[src/rtl/acq_pkg.sv]
// Shared types and constants for the acquisition trigger controller.
// Assumes: status codes and flag bit positions are fixed by software.
package acq_pkg;

    typedef enum logic [2:0] {
        S_IDLE,
        S_ARM,
        S_RUN,
        S_TAIL,
        S_DONE
    } acq_state_t;

    localparam logic [7:0] STAT_IDLE = 8'h00;
    localparam logic [7:0] STAT_ARM  = 8'h02;
    localparam logic [7:0] STAT_RUN  = 8'h03;
    localparam logic [7:0] STAT_DONE = 8'h07;

    localparam int IRQ_STOP  = 4;
    localparam int IRQ_TAIL  = 5;
    localparam int IRQ_DRAIN = 6;
    localparam int IRQ_TICK  = 7;

    // Maps an internal state to the software-visible status code.
    function automatic logic [7:0] status_of(acq_state_t s);
        case (s)
            S_ARM:         return STAT_ARM;
            S_RUN, S_TAIL: return STAT_RUN;
            S_DONE:        return STAT_DONE;
            default:       return STAT_IDLE;
        endcase
    endfunction

endpackage

[src/rtl/acq_seq_fsm.sv]
// Capture sequencer: walks idle -> armed -> running -> tail -> done and
// decides in which cycles a pacer tick becomes a FIFO write.
// Assumes: triggers and ticks are single-cycle strobes; go low overrides all.
module acq_seq_fsm
    import acq_pkg::*;
(
    input  logic       clk,
    input  logic       rst_n,
    input  logic       go,
    input  logic       rearm,
    input  logic       tick,
    input  logic       start_trig,
    input  logic       stop_trig,
    input  logic       fifo_empty,
    input  logic       pre_zero,
    input  logic       tail_zero,
    input  logic       tail_last,
    output acq_state_t state_q,
    output logic       wr_en,
    output logic       ev_stop,
    output logic       ev_tail_done
);

    acq_state_t state_d;

    // Next-state, write-accept and event decode.
    always_comb begin
        state_d      = state_q;
        wr_en        = 1'b0;
        ev_stop      = 1'b0;
        ev_tail_done = 1'b0;
        if (!go) begin
            state_d = S_IDLE;
        end else begin
            case (state_q)
                S_IDLE: state_d = S_ARM;
                S_ARM: begin
                    wr_en = tick && !pre_zero;
                    if (start_trig) state_d = S_RUN;
                end
                S_RUN: begin
                    wr_en = tick;
                    if (stop_trig) begin
                        ev_stop = 1'b1;
                        if (tail_zero) begin
                            state_d      = S_DONE;
                            ev_tail_done = 1'b1;
                        end else begin
                            state_d = S_TAIL;
                        end
                    end
                end
                S_TAIL: begin
                    wr_en = tick;
                    if (tick && tail_last) begin
                        state_d      = S_DONE;
                        ev_tail_done = 1'b1;
                    end
                end
                S_DONE: begin
                    if (rearm && fifo_empty) state_d = S_ARM;
                end
                default: state_d = S_IDLE;
            endcase
        end
    end

    // State register with synchronous active-low reset.
    always_ff @(posedge clk) begin
        if (!rst_n) state_q <= S_IDLE;
        else        state_q <= state_d;
    end

    AST_REARM_RETURN: assert property (@(posedge clk) disable iff (!rst_n)
        (go && rearm && fifo_empty && state_q == S_DONE) |=> state_q == S_ARM);
    AST_SINGLE_HOLD: assert property (@(posedge clk) disable iff (!rst_n)
        (go && !rearm && state_q == S_DONE) |=> state_q == S_DONE);
    AST_NO_WRITE_DONE: assert property (@(posedge clk) disable iff (!rst_n)
        (state_q == S_DONE || state_q == S_IDLE) |-> !wr_en);

endmodule

[src/rtl/acq_counters.sv]
// Sample bookkeeping: history fill level, remaining tail samples and the
// running period count, plus the discard-oldest strobe for the history.
// Assumes: pre_count does not exceed the FIFO capacity.
module acq_counters
    import acq_pkg::*;
#(
    parameter int CNT_W = 10,
    parameter int PER_W = 32
) (
    input  logic             clk,
    input  logic             rst_n,
    input  logic             go,
    input  acq_state_t       state,
    input  logic             wr_en,
    input  logic             ev_stop,
    input  logic [CNT_W-1:0] pre_count,
    input  logic [CNT_W-1:0] post_count,
    output logic             drop,
    output logic             pre_zero,
    output logic             tail_zero,
    output logic             tail_last,
    output logic [PER_W-1:0] period_q
);

    localparam logic [CNT_W-1:0] ONE = CNT_W'(1);

    logic [CNT_W-1:0] pre_fill_q;
    logic [CNT_W-1:0] tail_left_q;
    logic             in_capture;

    assign in_capture = (state == S_RUN) || (state == S_TAIL);
    assign pre_zero   = (pre_count == '0);
    assign tail_zero  = (post_count == '0);
    assign tail_last  = (tail_left_q == ONE);
    assign drop       = (state == S_ARM) && wr_en && (pre_fill_q == pre_count);

    // History fill level, saturating at the window size; restarts on each arm.
    always_ff @(posedge clk) begin
        if (!rst_n || !go || state != S_ARM) pre_fill_q <= '0;
        else if (wr_en && pre_fill_q != pre_count) pre_fill_q <= pre_fill_q + ONE;
    end

    // Remaining tail samples, loaded at the stop trigger.
    always_ff @(posedge clk) begin
        if (!rst_n || !go)                tail_left_q <= '0;
        else if (ev_stop)                 tail_left_q <= post_count;
        else if (state == S_TAIL && wr_en) tail_left_q <= tail_left_q - ONE;
    end

    // Running period count; survives re-arm, cleared only with go low.
    always_ff @(posedge clk) begin
        if (!rst_n || !go)           period_q <= '0;
        else if (wr_en && in_capture) period_q <= period_q + PER_W'(1);
    end

    AST_TAIL_NONZERO: assert property (@(posedge clk) disable iff (!rst_n)
        (state == S_TAIL) |-> tail_left_q != '0);
    AST_PERIOD_FROZEN_ARM: assert property (@(posedge clk) disable iff (!rst_n)
        (go && state == S_ARM) |=> $stable(period_q));

endmodule

[src/rtl/acq_irq_flags.sv]
// Sticky interrupt flags with write-one-to-clear; a set beats a clear.
// Assumes: event inputs are single-cycle pulses from the sequencer.
module acq_irq_flags
    import acq_pkg::*;
(
    input  logic       clk,
    input  logic       rst_n,
    input  logic       go,
    input  acq_state_t state,
    input  logic       tick,
    input  logic       ev_stop,
    input  logic       ev_tail_done,
    input  logic       fifo_empty,
    input  logic [7:0] irq_clr,
    output logic [7:0] irq_q
);

    logic [7:0] irq_set;

    // Collects this cycle's flag sources into their bit positions.
    always_comb begin
        irq_set            = '0;
        irq_set[IRQ_STOP]  = ev_stop;
        irq_set[IRQ_TAIL]  = ev_tail_done;
        irq_set[IRQ_DRAIN] = (state == S_DONE) && fifo_empty;
        irq_set[IRQ_TICK]  = tick && go && (state != S_IDLE);
    end

    // Flag register: clear requested bits, then OR in new events.
    always_ff @(posedge clk) begin
        if (!rst_n) irq_q <= '0;
        else        irq_q <= (irq_q & ~irq_clr) | irq_set;
    end

    AST_STOP_FLAG: assert property (@(posedge clk) disable iff (!rst_n)
        ev_stop |=> irq_q[IRQ_STOP]);
    AST_TICK_FLAG: assert property (@(posedge clk) disable iff (!rst_n)
        (tick && go && state != S_IDLE) |=> irq_q[IRQ_TICK]);
    AST_FLAG_HOLD: assert property (@(posedge clk) disable iff (!rst_n)
        (irq_q[IRQ_TAIL] && !irq_clr[IRQ_TAIL]) |=> irq_q[IRQ_TAIL]);

endmodule

[src/rtl/acq_trigger_ctrl.sv]
// Top of the pre/post-trigger acquisition controller: ties the sequencer,
// the sample counters and the flag register together.
// Assumes: the FIFO discards its oldest entry when fifo_drop accompanies a write.
module acq_trigger_ctrl
    import acq_pkg::*;
#(
    parameter int CNT_W = 10,
    parameter int PER_W = 32
) (
    input  logic             clk,
    input  logic             rst_n,
    input  logic [1:0]       mode,
    input  logic [CNT_W-1:0] pre_count,
    input  logic [CNT_W-1:0] post_count,
    input  logic             sample_tick,
    input  logic             start_trig,
    input  logic             stop_trig,
    input  logic             fifo_empty,
    input  logic [7:0]       irq_clr,
    output logic             fifo_wr,
    output logic             fifo_drop,
    output logic [7:0]       status,
    output logic [7:0]       irq_flags,
    output logic [PER_W-1:0] period_count
);

    logic       go;
    logic       rearm;
    acq_state_t state;
    logic       wr_en;
    logic       ev_stop;
    logic       ev_tail_done;
    logic       pre_zero;
    logic       tail_zero;
    logic       tail_last;

    assign go      = mode[0];
    assign rearm   = mode[1];
    assign fifo_wr = wr_en;
    assign status  = status_of(state);

    acq_seq_fsm u_fsm (
        .clk          (clk),
        .rst_n        (rst_n),
        .go           (go),
        .rearm        (rearm),
        .tick         (sample_tick),
        .start_trig   (start_trig),
        .stop_trig    (stop_trig),
        .fifo_empty   (fifo_empty),
        .pre_zero     (pre_zero),
        .tail_zero    (tail_zero),
        .tail_last    (tail_last),
        .state_q      (state),
        .wr_en        (wr_en),
        .ev_stop      (ev_stop),
        .ev_tail_done (ev_tail_done)
    );

    acq_counters #(.CNT_W(CNT_W), .PER_W(PER_W)) u_cnt (
        .clk        (clk),
        .rst_n      (rst_n),
        .go         (go),
        .state      (state),
        .wr_en      (wr_en),
        .ev_stop    (ev_stop),
        .pre_count  (pre_count),
        .post_count (post_count),
        .drop       (fifo_drop),
        .pre_zero   (pre_zero),
        .tail_zero  (tail_zero),
        .tail_last  (tail_last),
        .period_q   (period_count)
    );

    acq_irq_flags u_irq (
        .clk          (clk),
        .rst_n        (rst_n),
        .go           (go),
        .state        (state),
        .tick         (sample_tick),
        .ev_stop      (ev_stop),
        .ev_tail_done (ev_tail_done),
        .fifo_empty   (fifo_empty),
        .irq_clr      (irq_clr),
        .irq_q        (irq_flags)
    );

    AST_DROP_WHILE_ARMED: assert property (@(posedge clk) disable iff (!rst_n)
        fifo_drop |-> (status == STAT_ARM && fifo_wr));
    AST_MODE_OFF: assert property (@(posedge clk) disable iff (!rst_n)
        !go |=> (status == STAT_IDLE && period_count == '0));

endmodule

[config.mk]
export PLATFORM = sky130hd
export DESIGN_NAME = acq_trigger_ctrl
export DESIGN_NICKNAME = d
export VERILOG_FILES = /design/src/rtl/acq_pkg.sv /design/src/rtl/acq_seq_fsm.sv /design/src/rtl/acq_counters.sv /design/src/rtl/acq_irq_flags.sv /design/src/rtl/acq_trigger_ctrl.sv
export SDC_FILE = /design/constraint.sdc
export NUM_CORES = 1
export LEC_CHECK = 0
export ABC_AREA = 1
export BUFFER_PORTS_ARGS = -buffer_cell sky130_fd_sc_hd__buf_2
export CAP_MARGIN = 20
export CORE_MARGIN = 4
export CORE_UTILIZATION = 50
export CTS_CLUSTER_SIZE = 16
export DETAILED_ROUTE_END_ITERATION = 12
export PLACE_DENSITY = 0.82
export SETUP_SLACK_MARGIN = 0.2
export SLEW_MARGIN = 5
export SYNTH_ARGS = -nofsm -noshare
export SYNTH_HDL_FRONTEND = slang
export SYNTH_SLANG_ARGS = --single-unit
[constraint.sdc]
create_clock -name clk -period 3.18 [get_ports clk]
set_input_delay 0.318 -clock clk [delete_from_list [all_inputs] [get_ports clk]]
set_output_delay 0.318 -clock clk [all_outputs]
set_load 0.005 [all_outputs]
# Word level (Yosys, flattened, before mapping)
# Index checks and enable logic that the tools add are counted.
dict set report totals {
  regBits 63
  latch_bits 0
  ram_bits 0
  rom_bits 0
  in_bits 36
  output_inout_bits 50
  wordCells 67
  n_memories 0
}
dict set report classes {
  add_sub_neg 3
  mul 0
  n_div 0
  magnitude_cmp 0
  n_eq_ne 12
  shift 0
  muxes 19
  n_bitwise 3
  n_reduce_logical 25
}
# operator count
set op_table {}
lappend op_table {{32-bit by 1-bit adder with 32-bit output, second input constant} 1}
lappend op_table {{10-bit logical NOT} 2}
lappend op_table {{10-bit 2-to-1 mux} 2}
lappend op_table {{3-bit 2-to-1 mux} 5}
lappend op_table {{3-bit one-hot mux with 5 select lines} 1}
lappend op_table {{1-bit logical AND} 11}
lappend op_table {{10-bit by 1-bit adder with 10-bit output, second input constant} 1}
lappend op_table {{10-bit by 1-bit == test with 1-bit output, second input constant} 1}
lappend op_table {{10-bit == test} 1}
lappend op_table {{10-bit != test} 1}
lappend op_table {{10-bit by 1-bit subtractor with 10-bit output, second input constant} 1}
lappend op_table {{3-bit one-hot mux with 3 select lines} 1}
lappend op_table {{8-bit AND} 1}
lappend op_table {{1-bit 2-to-1 mux} 8}
lappend op_table {{8-bit NOT} 1}
lappend op_table {{8-bit OR} 1}
lappend op_table {{3-bit by 2-bit == test with 1-bit output, second input constant} 2}
lappend op_table {{2-bit != test, second input constant} 3}
lappend op_table {{1-bit one-hot mux with 2 select lines} 2}
lappend op_table {{4-bit AND reduction} 1}
lappend op_table {{3-bit by 1-bit == test with 1-bit output, second input constant} 1}
lappend op_table {{3-bit == test, second input constant} 1}
lappend op_table {{1-bit logical NOT} 3}
lappend op_table {{3-bit logical NOT} 1}
lappend op_table {{other kinds (7)} 9}

# Logic depth before layout (Yosys ltp)
dict set report depth {
  depth_word 8
  mapped_depth 11
  ltp_nobuf 11
}

# By module
# A second synthesis with hierarchy kept.
dict set report hier_totals {
  hier_cells 651
  area_unflattened_um2 3977.6
}
# mod n_inst cells_per_inst area_each_um2
set by_module_without_submodules {}
lappend by_module_without_submodules {acq_counters 1 554 3343.2}
lappend by_module_without_submodules {acq_irq_flags 1 36 282.8}
lappend by_module_without_submodules {acq_seq_fsm 1 47 265.3}
lappend by_module_without_submodules {acq_trigger_ctrl 1 14 86.3}

# Worst setup path before layout
# Ideal clock, no wire load.
dict set report synth_path {
  path_kind {register to register}
  start {reg u_cnt.period_q[0]}
  end {reg u_cnt.period_q[22]}
  setup_time_ps 117
  arrival_ps 1374
  t_required_ps 3063
  setup_slack_ps 1689
  stages_incl_launch_ff 9
  path_cell_list {dfxtp_1 ha_1 inv_1 nor2_1 nand2_1 nor2_2 nand4_1 o21ai_0 nor2_1}
}
dict set report synth_between {
  elab_chain_cells 1
}
# element line
set synth_rtl {}
lappend synth_rtl {{start: declaration} acq_counters.sv:22} ;# output logic [PER_W-1:0] period_q
lappend synth_rtl {{start signal: assignment} acq_counters.sv:53} ;# else if (wr_en && in_capture) period_q <= period_q + PER_W'(1);
lappend synth_rtl {{32-bit by 1-bit adder with 32-bit output} acq_counters.sv:53}
# No other way between the ends.
# A chain may end at the register's enable or synchronous reset.

# Final worst setup path
dict set report layout_path {
  start {reg u_fsm.state_q[0]}
  end {out fifo_drop}
}
dict set report layout_between {
  elab_chain_cells 6
}
# element line
set layout_rtl {}
lappend layout_rtl {{start: declaration} acq_seq_fsm.sv:18} ;# output acq_state_t state_q,
lappend layout_rtl {{start signal: assignment} acq_seq_fsm.sv:71} ;# else state_q <= state_d;
lappend layout_rtl {{3-bit by 2-bit == test with 1-bit output} acq_seq_fsm.sv:35} ;# case (state_q)
lappend layout_rtl {{2-bit OR reduction (no source line)} --}
lappend layout_rtl {{1-bit one-hot mux with 2 select lines} acq_seq_fsm.sv:35}
lappend layout_rtl {{1-bit 2-to-1 mux} acq_seq_fsm.sv:32} ;# if (!go) begin
lappend layout_rtl {{1-bit logical AND * (2 in series)} acq_counters.sv:35} ;# assign drop = (state == S_ARM) && wr_en && (pre_fill_q == pre_count);
lappend layout_rtl {{end: declaration} acq_trigger_ctrl.sv:21} ;# output logic fifo_drop,
# Every way passes the cells marked *; elsewhere a longest branch is shown, timed or not.

==> flow_summary.json <==
{
  "r2r-end": "u_cnt.period_q[22]$_SDFFE_PN0P_",
  "grt_antenna_before_repair": 0,
  "die_area_um2": 9307,
  "powerDensity_nw_per_um2": 362.2,
  "yosysSeqAreaShare_pct": 32.23,
  "avgRoutedWirePerCell_um": 12.25,
  "worstSetupStartpointType": "flop",
  "finalNonFillerCells": 824,
  "slowest_delay_ns": 0.38,
  "cp_slowest_cell": "dfxtp_1",
  "worstMarginPinSlew_ns": 0.8060,
  "worst-path-buf-inv": 2,
  "fmax_mhz": 442.5,
  "synth_seq_cells": 63,
  "hold_buffers": 0,
  "met3_usage_pct": 5.887,
  "grt_overflow": 0,
  "die_w_um": 96.48,
  "top_usage_layer": "met2",
  "maxSlewViolCount": 0,
  "cpMostUsedCell": "nand2_1",
  "syn_to_final_growth_pct": 16.75,
  "status": "finished clean",
  "grt_pass1_vias": 3768,
  "grt.total_usage_pct": 22.09,
  "hp-start": "irq_clr[3]",
  "reg2reg_slack_ns": 1.25,
  "holdPathEnd": "u_irq.irq_q[3]$_SDFF_PN0_",
  "finClkSkew_ns": 0.006113,
  "cts_max_path_buffers": 2,
  "synth.distinct_cells": 38,
  "final_common_cell": "nand2_1",
  "detail-route-antenna-nets": 0,
  "post-dp-hpwl_mm": 7.562,
  "clock_latency_ns": 0.34,
  "postCtsSetupBuffers": 0,
  "period_minus_slack_ns": 2.260,
  "rr_startpoint": "u_fsm.state_q[2]$_SDFFE_PN0P_",
  "drt_iter0_drc": 264,
  "drive_gt1_share_pct": 16.69,
  "cp.arrival_ns": 1.94,
  "viasPerCell": 5.126,
  "dp_cells": 808,
  "start_util_pct": 52.55,
  "vias": 4224,
  "port_buffers": 80,
  "final_nets": 760,
  "die_height_um": 96.48,
  "power.leakage_nw": 2.008,
  "clkTransAtPathRegs_ns": 0.07,
  "htreeDepth": 3,
  "io_pins": 86,
  "use_met1_pct": 29.35,
  "synth-edff-count": 0,
  "cts_resized": 0,
  "cts-buffers-inserted": 9,
  "n_antenna_cell": 0,
  "place_congestion": 0.8925,
  "whs_ns": 0.1251,
  "ir_worst_vdd_mv": 0.2405,
  "maxCapViolations": 0,
  "finalCritPeriodShare_pct": 71.07,
  "dr.pass1.iters": 5,
  "postSynth.asyncResetShare_pct": 0,
  "ys.flop_type": "dfxtp_1",
  "final-hold-violation-count": 0,
  "synth_top_area_share_pct": 32.23,
  "drc": 0,
  "synthTopCellsByArea": "dfxtp_1 (32%), nand2_1 (18%), nor2_1 (11%)",
  "layout_common_cells": "nand2_1 (189), nor2_1 (115), buf_2 (80)",
  "hp-class": "input port to flop",
  "reg2reg_depth": 8,
  "worst-setup-path-type": "flop to output pin",
  "design.core.area_um2": 7447,
  "worstPathCellList": "inv_1 -> nor3_1 -> o21ai_0 -> nand2_1 -> nand2_1 -> nor2_1 -> buf_2",
  "relSlewSlack_pct": 46.21,
  "cts_tree": "yes",
  "num_rows": 31,
  "cp-end-kind": "output pin",
  "finalPower_mw": 1.655,
  "wirelength_mm": 10.10,
  "final.setup.tns_ns": 0,
  "syn-cell-area_um2": 3914,
  "setup_viol_count_final": 0,
  "hold_depth": 2,
  "cp_top_family": "simple AND/OR/NAND/NOR gates",
  "grt_pass1_wl_mm": 16.40,
  "crit_fanout": 13,
  "grt_max_degree": 26,
  "clock-sinks": 63,
  "yosys.area.top_type": "dfxtp_1",
  "syn_area_per_cell_um2": 6.115,
  "use_met2_pct": 34.25,
  "fillers": 711,
  "worstPathRequired_ns": 2.86,
  "syn-instance-count": 640,
  "rsz0062_at_grt": "false",
  "ys_warn_count": 0,
  "cts_root_buffer": "clkbuf_8"
}
## stage by stage
stage / setup WS [ns] / util [%] / instance area, µm²
final: 0.9199 / 61.36 / 4569
after global routing: 0.7004 / 61.36 / 4569
after CTS: 0.9661 / 61.36 / 4569
after detailed placement: 1.238 / 58.52 / 4358
after global placement: 1.321 / 58.52 / 4358
after floorplan: 1.689 / - / 3929
## worst reg2reg max path: cells and delay by family, from the launching register on
kind | cells | cell delay (ns)
flip-flops | 1 | 0.38
AND/OR/NAND/NOR | 6 | 1.16
buffers and inverters | 1 | 0.11
AO/OA/AOI/OAI | 1 | 0.18
## synthesized netlist by cell type, types with 3 or more instances
cell type / n
nand2_1: 189
inv_2: 3
buf_4: 6
dfxtp_1: 63
o21ai_0: 20
o21ai_1: 4
xor2_1: 11
nand3b_1: 9
a21oi_1: 32
nor2_4: 3
nand2_2: 6
nor3_1: 8
buf_2: 4
nand4_1: 9
ha_1: 4
a31oi_1: 5
nor2_1: 115
nor2_2: 7
nand3_1: 40
xnor2_1: 4
inv_1: 75
clkbuf_1: 4
## area by class of cell
| cell class | instances | area (µm²) | share of cell area (%) |
|---|---|---|---|
| inverters | 79 | 296.5 | 6.490 |
| well taps | 99 | 123.9 | 2.711 |
| clock inverters | 7 | 87.58 | 1.917 |
| clock buffers | 9 | 123.9 | 2.711 |
| multi-input cells | 486 | 2268 | 49.64 |
| repair buffers | 81 | 407.9 | 8.927 |
| flip-flops and latches | 63 | 1261 | 27.60 |
## metal layers
layer  share of wire [%]  up-vias  routed length [µm]
li1                    -     2158                   -
met1                  45     1869                4536
met2                  44      182                4481
met3                 9.2       15                 927
met4                 1.5        0                 152
met5                   0        -                   0
## state kept, by name (all words and copies together), names as in the netlist
name and flops:
u_cnt.period_q 32, u_cnt.pre_fill_q 10, u_cnt.tail_left_q 10, u_fsm.state_q 3, u_irq.irq_q 8
## power breakdown
group	total, mW	leakage, nW	internal (mW)	switching, mW
Clock	0.757	0.109	0.435	0.322
Sequential	0.794	0.508	0.791	0.00295
Combinational	0.104	1.39	0.0390	0.0651
## cell families (layout without fill, tap and decap cells)
| logic type | after synthesis | in the layout | synth area share (%) |
|---|---|---|---|
| buffers and inverters | 95 | 176 | 10.20 |
| xor gates and xnor gates | 15 | 15 | 3.357 |
| AOI/OAI and AO/OA | 70 | 70 | 10.17 |
| DFF | 63 | 63 | 32.23 |
| other | 1 | 5 | 0.09582 |
| and+or+nand+nor | 392 | 392 | 42.68 |
| adders and majority gates | 4 | 4 | 1.279 |
## worst max-delay path by stage
| stage | end | cells after the start | startpoint |
|---|---|---|---|
| 3_3_place_gp | u_cnt.period_q[22]$_SDFFE_PN0P_ | 8 | mode[0] |
| 5_1_grt | fifo_drop | 7 | u_fsm.state_q[0]$_SDFFE_PN0P_ |
| 6_report | fifo_drop | 7 | u_fsm.state_q[0]$_SDFFE_PN0P_ |
| 4_1_cts | fifo_drop | 7 | u_fsm.state_q[0]$_SDFFE_PN0P_ |
| 3_5_place_dp | u_cnt.period_q[22]$_SDFFE_PN0P_ | 8 | mode[0] |
| 2_1_floorplan | u_cnt.period_q[22]$_SDFFE_PN0P_ | 8 | u_cnt.period_q[0]$_SDFFE_PN0P_ |
Power figures use the tool's default switching activity.
